### config.mk
export PLATFORM = sky130hd
export DESIGN_NAME = asram_ctrl
export DESIGN_NICKNAME = d
export VERILOG_FILES = /design/src/rtl/asram_ctrl.sv
export SDC_FILE = /design/constraint.sdc
export NUM_CORES = 1
export LEC_CHECK = 0
export ABC_AREA = 1
export BUFFER_PORTS_ARGS = -buffer_cell sky130_fd_sc_hd__buf_2
export CORE_UTILIZATION = 30
export DETAILED_ROUTE_END_ITERATION = 8
export HOLD_SLACK_MARGIN = 0.15
export SYNTH_ARGS = -nofsm -noshare
export SYNTH_HDL_FRONTEND = slang
export SYNTH_SLANG_ARGS = --single-unit
### constraint.sdc
create_clock -name clk -period 3.25 [get_ports clk]
set_input_delay 0.8125 -clock clk [delete_from_list [all_inputs] [get_ports clk]]
set_output_delay 0.8125 -clock clk [all_outputs]
set_load 0.01 [all_outputs]
### src/rtl/asram_ctrl.sv
module asram_ctrl #(
  parameter int CLK_PERIOD_NS = 10,
  parameter int AW = 18,
  parameter int DW = 16,
  parameter int T_RC_NS = 55,
  parameter int T_WC_NS = 55,
  parameter int T_PWE_NS = 45,
  parameter int T_BW_NS = 50,
  parameter int T_HZ_NS = 20
) (
  input  logic          clk,
  input  logic          rst_n,
  input  logic          req,
  output logic          ready,
  input  logic          we,
  input  logic [AW-1:0] addr,
  input  logic [DW-1:0] wdata,
  input  logic [1:0]    mask,
  output logic          ack,
  output logic          rvalid,
  output logic [DW-1:0] rdata,
  output logic          mem_ce_n,
  output logic          mem_oe_n,
  output logic          mem_we_n,
  output logic [1:0]    mem_be_n,
  output logic [AW-1:0] mem_addr,
  output logic [DW-1:0] mem_dq_o,
  output logic          mem_dq_oe,
  input  logic [DW-1:0] mem_dq_i
);
  function automatic int cdiv(input int ns);
    int r;
    r = (ns + CLK_PERIOD_NS - 1) / CLK_PERIOD_NS;
    return (r < 1) ? 1 : r;
  endfunction

  localparam int N_RD = cdiv(T_RC_NS);
  localparam int N_WP = cdiv(T_PWE_NS);
  localparam int N_WS = cdiv((T_BW_NS > T_PWE_NS) ? T_BW_NS - T_PWE_NS : 0);
  localparam int N_WC = cdiv(T_WC_NS);
  localparam int N_WR = (N_WC - N_WS - N_WP < 1) ? 1 : N_WC - N_WS - N_WP;
  localparam int N_TA = cdiv(T_HZ_NS);
  localparam int CW = 8;

  typedef enum logic [2:0] {
    S_IDLE, S_RD_ACC, S_RD_CAP, S_TURN, S_WR_SET, S_WR_PULSE, S_WR_REC
  } state_t;

  state_t          state;
  logic [CW-1:0]   cnt;
  logic [AW-1:0]   addr_q;
  logic [DW-1:0]   wdata_q;
  logic [DW-1:0]   rdata_q;
  logic [1:0]      mask_q;
  logic            zack_q;
  logic            cyc_on;
  logic            last;

  assign last      = (cnt == '0);
  assign cyc_on    = (state == S_RD_ACC) || (state == S_WR_SET) ||
                     (state == S_WR_PULSE) || (state == S_WR_REC);
  assign ready     = (state == S_IDLE);
  assign mem_ce_n  = !cyc_on;
  assign mem_oe_n  = (state != S_RD_ACC);
  assign mem_we_n  = (state != S_WR_PULSE);
  assign mem_be_n  = cyc_on ? ~mask_q : 2'b11;
  assign mem_dq_oe = (state == S_WR_SET) || (state == S_WR_PULSE) || (state == S_WR_REC);
  assign mem_addr  = addr_q;
  assign mem_dq_o  = wdata_q;
  assign rvalid    = (state == S_RD_CAP);
  assign rdata     = rdata_q;
  assign ack       = rvalid || zack_q || ((state == S_WR_REC) && last);

  always_ff @(posedge clk or negedge rst_n) begin
    if (!rst_n) begin
      state   <= S_IDLE;
      cnt     <= '0;
      addr_q  <= '0;
      wdata_q <= '0;
      rdata_q <= '0;
      mask_q  <= '0;
      zack_q  <= 1'b0;
    end else begin
      zack_q <= 1'b0;
      case (state)
        S_IDLE: if (req) begin
          addr_q  <= addr;
          wdata_q <= wdata;
          mask_q  <= mask;
          if (mask == 2'b00) begin
            zack_q <= 1'b1;
          end else if (we) begin
            state <= S_WR_SET;
            cnt   <= CW'(N_WS - 1);
          end else begin
            state <= S_RD_ACC;
            cnt   <= CW'(N_RD - 1);
          end
        end
        S_RD_ACC: if (last) begin
          rdata_q <= mem_dq_i;
          state   <= S_RD_CAP;
        end else cnt <= cnt - CW'(1);
        S_RD_CAP: begin
          state <= S_TURN;
          cnt   <= CW'(N_TA - 1);
        end
        S_TURN: if (last) state <= S_IDLE;
                else cnt <= cnt - CW'(1);
        S_WR_SET: if (last) begin
          state <= S_WR_PULSE;
          cnt   <= CW'(N_WP - 1);
        end else cnt <= cnt - CW'(1);
        S_WR_PULSE: if (last) begin
          state <= S_WR_REC;
          cnt   <= CW'(N_WR - 1);
        end else cnt <= cnt - CW'(1);
        S_WR_REC: if (last) state <= S_IDLE;
                  else cnt <= cnt - CW'(1);
        default: state <= S_IDLE;
      endcase
    end
  end
endmodule

# --- Yosys cells after proc, flatten, opt, wreduce, memory -nomap -nowiden ---
# Index checks and enable logic that the tools add are counted.
# Widths: inputs -> output; s select.
totals:
  wordCells: 62
  ff_bits: 64
classes:
  reduce_logical: 19
  n_bitwise: 1
  add_sub_neg: 1
  eq_ne: 15
  muxes: 19
op_table:
  columns: ["op", "count"]
  rows:
  - ["$mux 8", 5]
  - ["$pmux 8 s5", 1]
  - ["$mux 3", 8]
  - ["$pmux 3 s6", 1]
  - ["$ne 2x2->1 const B", 6]
  - ["$eq 3x3->1 const B", 3]
  - ["$logic_not 8->1", 1]
  - ["$sub 8x1->8 const B", 1]
  - ["$logic_or 1x1->1", 7]
  - ["$eq 3x2->1 const B", 2]
  - ["$reduce_and 6->1", 1]
  - ["$reduce_bool 5->1", 1]
  - ["$reduce_and 2->1", 2]
  - ["$reduce_and 4->1", 1]
  - ["$eq 3x1->1 const B", 1]
  - ["$logic_not 3->1", 1]
  - ["$mux 1", 3]
  - ["$ne 3x1->1 const B", 1]
  - ["$ne 3x3->1 const B", 1]
  - ["$reduce_or 3->1", 1]
  - ["$logic_not 2->1", 1]
  - ["$mux 2", 1]
  - ["$ne 2x1->1 const B", 1]
  - ["$not 2->2", 1]
  - ["3 further kinds", 3]

# --- Longest topological paths before layout ---
# Gate-level depths: netlist of run 1.
depth:
  depth_word: 5
  ltp_mapped: 11
  ltp_nobuf: 11

# --- Least setup slack after synthesis of run 1 ---
# No wires, ideal clock.
synth_timing:
  path_type: "register to output"
  start: "register cnt[0]"
  end: "output ack"
  path_buffers: 0
  stages_incl_launch_ff: 7
  path_slack_ns: 1.343
  t_required_ns: 2.438
  arrival_time_ns: 1.094
  path_cell_list: "dfrtp_1 inv_1 ha_1 nand2_1 nor2_1 nor2_1 o21bai_1"
synth_between:
  elab_chain_len: 3
synth_rtl:
  columns: ["item", "line", "text"]
  rows:
  - ["from (decl)", "50", "logic [CW-1:0] cnt;"]
  - ["from (signal assigned)", "94", "cnt <= CW'(N_WS - 1);"]
  - ["from (signal assigned)", "97", "cnt <= CW'(N_RD - 1);"]
  - ["from (signal assigned)", "103", "end else cnt <= cnt - CW'(1);"]
  - ["$logic_not 8->1", "59", "assign last = (cnt == '0);"]
  - ["$logic_and 1x1->1", "72", "assign ack = rvalid || zack_q || ((state == S_WR_REC) && last);"]
  - ["$logic_or 1x1->1", "72", null]
  - ["to (decl)", "19", "output logic ack,"]
# Every way passes these cells.

# --- Worst setup path in the final report of run 1 ---
# Same ends and word-level chain as after synthesis.

==> flow_metrics.env, run 1 <==
export IMPL_outcome="complete, no violations"
export IMPL_core_area_um2=9730
export IMPL_finalPower_w=0.00394
export IMPL_num_rows=36
export IMPL_ir_drop_mv=0.430
export IMPL_grt_max_degree=39
export IMPL_synth_nets=336
export IMPL_clk_pin_slew_ns=0.07
export IMPL_nets=456
export IMPL_grt_pass1_vias=2249
export IMPL_io_pin_count=115
export IMPL_fmax_mhz=419
export IMPL_synth_simple_area_share=0.154
export IMPL_fin_tns_setup_ns=0
export IMPL_dpl_cell_area_um2=3680
export IMPL_hold_violations=0
export IMPL_ys_ff_latch=64
export IMPL_grt_pass1_wl_mm=10.4
export IMPL_vias=2310
export IMPL_die_w_um=102
export IMPL_holdWs_ns=0.484
export IMPL_stdcell_area_um2=3880
export IMPL_synth_cell_types=30
export IMPL_leakage_nw=2.14
export IMPL_die_area_um2=10400
export IMPL_crit_type="reg -> out"
export IMPL_path_max_fanout=3
export IMPL_fin_crit_sh=0.734
export IMPL_via_per_inst=4.31
export IMPL_hold_class="reg -> reg"
export IMPL_dp_hpwl_mm=4.66
export IMPL_synth_edff_count=0
export IMPL_finClkSkew_ns=0.00864
export IMPL_finalNonFillerCells=536
export IMPL_antenna_found_initial=0
export IMPL_cap_violations=0
export IMPL_worstSkewPairLatency_ns=0.34
export IMPL_avgSynthCellArea_um2=10.8
export IMPL_cts_setup_buffers=0
export IMPL_cts_sinks=64
export IMPL_start_kind="register"
export IMPL_cts_resized=0
export IMPL_drtIter0Drc=92
export IMPL_relSlewSlack=0.361
export IMPL_hold_buffers=0
export IMPL_setup_viol=0
export IMPL_drc=0
export IMPL_clockBufferDepth=2
export IMPL_worstSetupEndpointType="primary output"
export IMPL_tightestPinTransition_ns=0.955
export IMPL_tritoncts="yes"
export IMPL_power_density_nw_per_um2=1010
export IMPL_synth_top_family_by_area="multiplexers"
export IMPL_synth_area_um2=3000
export IMPL_synthMuxAreaShare=0.171
export IMPL_arrival_ns=1.57
export IMPL_fin_crit_ns=2.38
export IMPL_yosysWarnings=0
export IMPL_grt_overflow_total=0
export IMPL_n_antenna_cell=0
export IMPL_synth_xor_area_frac=0.00584
export IMPL_synth_compound_area_frac=0.0513
export IMPL_syn_to_final_growth_pct=29.3
export IMPL_grt_setup_unrepaired="no"
export IMPL_drt_wirelength_per_cell_um=12.1
export IMPL_ant_nets=0
export IMPL_drv_slew=0
export IMPL_drive_gt1_frac=0.449
export IMPL_clock_tree_htree_level_count=3
export IMPL_synthFlopType="dfrtp_1"
export IMPL_synthAdderAreaFrac=0.00834
export IMPL_synthArstFlopShare=1.00
export IMPL_cts_root_buf="clkbuf_8"
export IMPL_postRouteWirelength_mm=6.49
export IMPL_placedCellCount=520
export IMPL_synth_cells=278
export IMPL_cp_required_ns=2.44
export IMPL_finalWeightedCongestion=0.798
export IMPL_first_pass_iters=4
export IMPL_cts_buffers=9
export IMPL_placement_io_buffers=114
export IMPL_ys_seq_area_frac=0.534
export IMPL_start_util=0.309
export IMPL_chipHeight_um=102
export IMPL_grt_use_total=0.131
[routing by layer]
metal	track usage	vias up	part of all wire
li1	-	1131	-
met1	0.159	1086	0.44
met2	0.207	84	0.48
met3	0.0445	9	0.064
met4	0.0692	0	0.015
met5	0	-	0
[synthesized netlist by cell type (2+ instances only)]
| cell type | count | area share |
|---|---|---|
| dfrtp_1 | 64 | 0.53 |
| o21ai_0 | 23 | 0.038 |
| nor2_1 | 23 | 0.029 |
| ha_1 | 2 | 0.0083 |
| nand2_1 | 49 | 0.061 |
| inv_2 | 3 | 0.0038 |
| nor3_1 | 3 | 0.0050 |
| mux2_4 | 29 | 0.15 |
| a21oi_1 | 3 | 0.0050 |
| mux2_2 | 7 | 0.026 |
| buf_12 | 3 | 0.020 |
| nand2_4 | 2 | 0.0075 |
| nor2_4 | 2 | 0.0075 |
| nand2_2 | 2 | 0.0042 |
| buf_2 | 2 | 0.0033 |
| nand3_1 | 9 | 0.015 |
| nand4_1 | 4 | 0.0083 |
| inv_1 | 36 | 0.045 |
[worst max-delay path, stage by stage, from the launching register on]
cell	delay [ns]
dfrtp_1	0.39
inv_1	0.10
ha_1	0.15
nand2_1	0.06
nor2_1	0.20
nor2_1	0.06
o21bai_1	0.12
buf_2	0.15
[path summary, 6_finish.rpt]
path	slack, ns	cells after the start	to	from
max in group asynchronous	2.14	2	mem_addr[4]	rst_n
worst min-delay path	0.48	2	rdata[1]	rdata[1]
worst min register to register	0.48	2	rdata[1]	rdata[1]
worst max-delay path	0.87	7	ack	cnt[0]
worst max register to register	1.10	6	rdata[13]	cnt[0]
min in group asynchronous	0.49	1	mem_dq_o[12]	rst_n
[final cells by class]
class | instances | area [um2]
clock buffers | 11 | 141
clock inverters | 5 | 56.3
fillers | 1009 | 5850
inverters | 40 | 153
multi-input cells | 168 | 1170
flip-flops and latches | 64 | 1600
well taps | 133 | 166
repair buffers | 115 | 591
[through the flow]
stage | worst slack [ns] | util
after floorplan | 1.34 | -
after global placement | 1.18 | 0.379
after detailed placement | 1.04 | 0.379
after CTS | 0.831 | 0.399
after global routing | 0.732 | 0.399
final | 0.866 | 0.399
[cells by family after synthesis]
group,Yosys count
buffers and inverters,46
AO/OA/AOI/OAI,29
XOR/XNOR,2
AND/OR/NAND/NOR,99
multiplexers,36
flip-flops,64
adder cells (fa/ha/maj),2
[cells in the final DEF (no fill, tap or decap), types with 2 or more instances in the layout]
master	Yosys	final
nor3_1	3	3
nand2_2	2	2
nand2_1	49	49
ha_1	2	2
clkinv_2	0	2
o21ai_0	23	23
inv_2	3	3
mux2_4	29	29
nor2_4	2	2
nor2_1	23	23
dfrtp_1	64	64
nand2_4	2	2
a21oi_1	3	3
inv_1	36	36
clkbuf_8	0	10
mux2_2	7	7
buf_2	2	114
nand3_1	9	9
nand4_1	4	4
[sequential cells by signal (all words and copies together), names as in the netlist]
| signal | flops |
|---|---|
| rdata | 16 |
| mask_q | 2 |
| mem_addr | 18 |
| mem_dq_o | 16 |
| state | 3 |
| cnt | 8 |
| zack_q | 1 |
[report_power, final]
| part | internal, W | total (W) | leakage, nW | switching [W] |
|---|---|---|---|---|
| sequential | 0.00118 | 0.00142 | 0.764 | 0.000235 |
| combinational | 0.000878 | 0.00183 | 1.28 | 0.000948 |
| clock | 0.000374 | 0.000692 | 0.0993 | 0.000318 |
| total | 0.00244 | 0.00394 | 2.14 | 0.00150 |
Note: power is estimated with default switching activity, not from simulation.
==> run 2, diff against run 1 <==
clock period = 2.3 ns   (was 3.25 ns; I/O delays follow)
==> run 2 against run 1 <==
  * Cell count is 0.19% higher
  * Sequential share of layout area is 0.080 points higher
  * Sequential power is 41% higher
  * Critical endpoint unchanged
  * Largest power group unchanged
==> flow_metrics.env, run 2 (synthesis results as in run 1) <==
export IMPL_outcome="complete, no violations"
export IMPL_drc=0
export IMPL_grt_overflow_total=0
export IMPL_chipHeight_um=102
export IMPL_final_util=0.398
export IMPL_switching_power_w=0.00214
export IMPL_ir_drop_mv=0.523
export IMPL_p_int_w=0.00342
export IMPL_core_area_um2=9730
export IMPL_die_w_um=102
export IMPL_n_antenna_cell=0
export IMPL_io_pin_count=115
export IMPL_p_comb_frac=0.472
export IMPL_ant_nets=0
export IMPL_fin_crit_ns=2.08
export IMPL_hold_violations=0
export IMPL_antenna_found_initial=0
export IMPL_num_rows=36
export IMPL_fin_tns_setup_ns=0
export IMPL_via_per_inst=4.25
export IMPL_tritoncts="yes"
export IMPL_cts_buffers=9
export IMPL_drt_wirelength_per_cell_um=12.4
export IMPL_power_density_nw_per_um2=1430
export IMPL_grt_max_degree=65
export IMPL_drtIter0Drc=104
export IMPL_final_common_cell="buf_2"
export IMPL_switching_share=0.385
export IMPL_grt_setup_unrepaired="no"
export IMPL_start_kind="register"
export IMPL_finalWeightedCongestion=0.879
export IMPL_dp_hpwl_mm=4.64
export IMPL_grt_pass1_vias=2187
export IMPL_fin_crit_sh=0.906
export IMPL_worstSetupEndpointType="primary output"
export IMPL_clockBufferDepth=2
export IMPL_vias=2280
export IMPL_syn_to_final_growth_pct=29.1
export IMPL_p_seq_frac=0.359
export IMPL_final_cell_mix="buf_2 (114), dfrtp_1 (64), nand2_1 (49)"
export IMPL_placement_io_buffers=114
export IMPL_first_pass_iters=4
export IMPL_leakage_nw=2.14
export IMPL_arrival_ns=1.51
export IMPL_clk_pin_slew_ns=0.07
export IMPL_start_util=0.309
export IMPL_cts_root_buf="clkbuf_8"
export IMPL_fmax_mhz=480
export IMPL_crit_type="reg -> out"
export IMPL_drive_gt1_frac=0.448
export IMPL_worstSkewPairLatency_ns=0.33
export IMPL_setup_viol=0
export IMPL_cts_sinks=64
export IMPL_cp_required_ns=1.73
export IMPL_drv_slew=0
export IMPL_clock_tree_htree_level_count=3
export IMPL_postRouteWirelength_mm=6.64
export IMPL_hold_class="in -> async"
export IMPL_fill_cells=1009
export IMPL_largest_reg_flops=18
export IMPL_clockPowerShare=0.169
export IMPL_path_max_fanout=3
export IMPL_tightestPinTransition_ns=0.423
export IMPL_die_area_um2=10400
export IMPL_finClkSkew_ns=0.00797
export IMPL_cap_violations=0
export IMPL_nets=457
export IMPL_grt_use_total=0.131
export IMPL_grt_pass1_wl_mm=10.3
export IMPL_relSlewSlack=0.716
[run 2: per-layer routing]
metal	part of all wire	GRT usage	vias to the layer above
li1	-	-	1130
met1	0.45	0.162	1054
met2	0.47	0.202	88
met3	0.073	0.0547	8
met4	0.0098	0.0527	0
met5	0	0	-
[run 2: timing repair]
item	4_1_cts	5_1_grt
setup endpoints to repair	0	1
resized for setup	0	1
hold endpoints to repair	0	0
setup buffers	0	0
hold buffers	0	0
[run 2: power groups by stage]
stage                     sequential (W)  combinational, W  clock, W
after detailed placement         0.00200           0.00264         0
after global placement           0.00199           0.00260         0
final                            0.00200           0.00262  0.000936
after CTS                        0.00199           0.00264  0.000976
after global routing             0.00208           0.00291   0.00103
after floorplan                  0.00221           0.00160         0
[run 2: worst paths after layout]
kind | from | end | slack (ns) | cells after the start
max in group asynchronous | rst_n | mem_addr[12] | 1.75 | 2
min in group clk | wdata[15] | mem_dq_o[15] | 0.47 | 2
worst min register to register | rdata[3] | rdata[3] | 0.48 | 2
worst max-delay path | cnt[0] | ack | 0.22 | 7
worst max register to register | state[2] | mem_dq_o[11] | 0.65 | 5
worst min-delay path | rst_n | state[1] | 0.24 | 2
[run 2: final cells by class]
type | count | area, um2 | share of cell area
timing repair buffer | 116 | 598 | 0.154
sequential | 64 | 1600 | 0.413
tap | 133 | 166 | 0.0429
clock inverter | 4 | 45.0 | 0.0116
multi-input combinational | 168 | 1180 | 0.304
clock buffer | 12 | 135 | 0.0349
inverter | 40 | 153 | 0.0394
[run 2: worst max-delay path: stages, from the launching register on]
cell      delay [ns]
dfrtp_1         0.39
inv_1           0.11
ha_1            0.15
nand2_1         0.07
nor2_2          0.16
nor2_1          0.05
o21bai_1        0.11
buf_2           0.14
[run 2: stage by stage]
| stage | setup slack, ns | total power (W) | area [um2] | hold slack (ns) | instances |
|---|---|---|---|---|---|
| 2_1_floorplan | 0.631 | 0.00381 | 3000 | 0.279 | 278 |
| 3_3_place_gp | 0.537 | 0.00458 | 3690 | 0.461 | 521 |
| 3_5_place_dp | 0.524 | 0.00464 | 3690 | 0.468 | 521 |
| 4_1_cts | 0.140 | 0.00561 | 3870 | 0.254 | 537 |
| 5_1_grt | 0.0123 | 0.00602 | 3870 | 0.267 | 537 |
| 6_report | 0.216 | 0.00555 | 3870 | 0.237 | 537 |
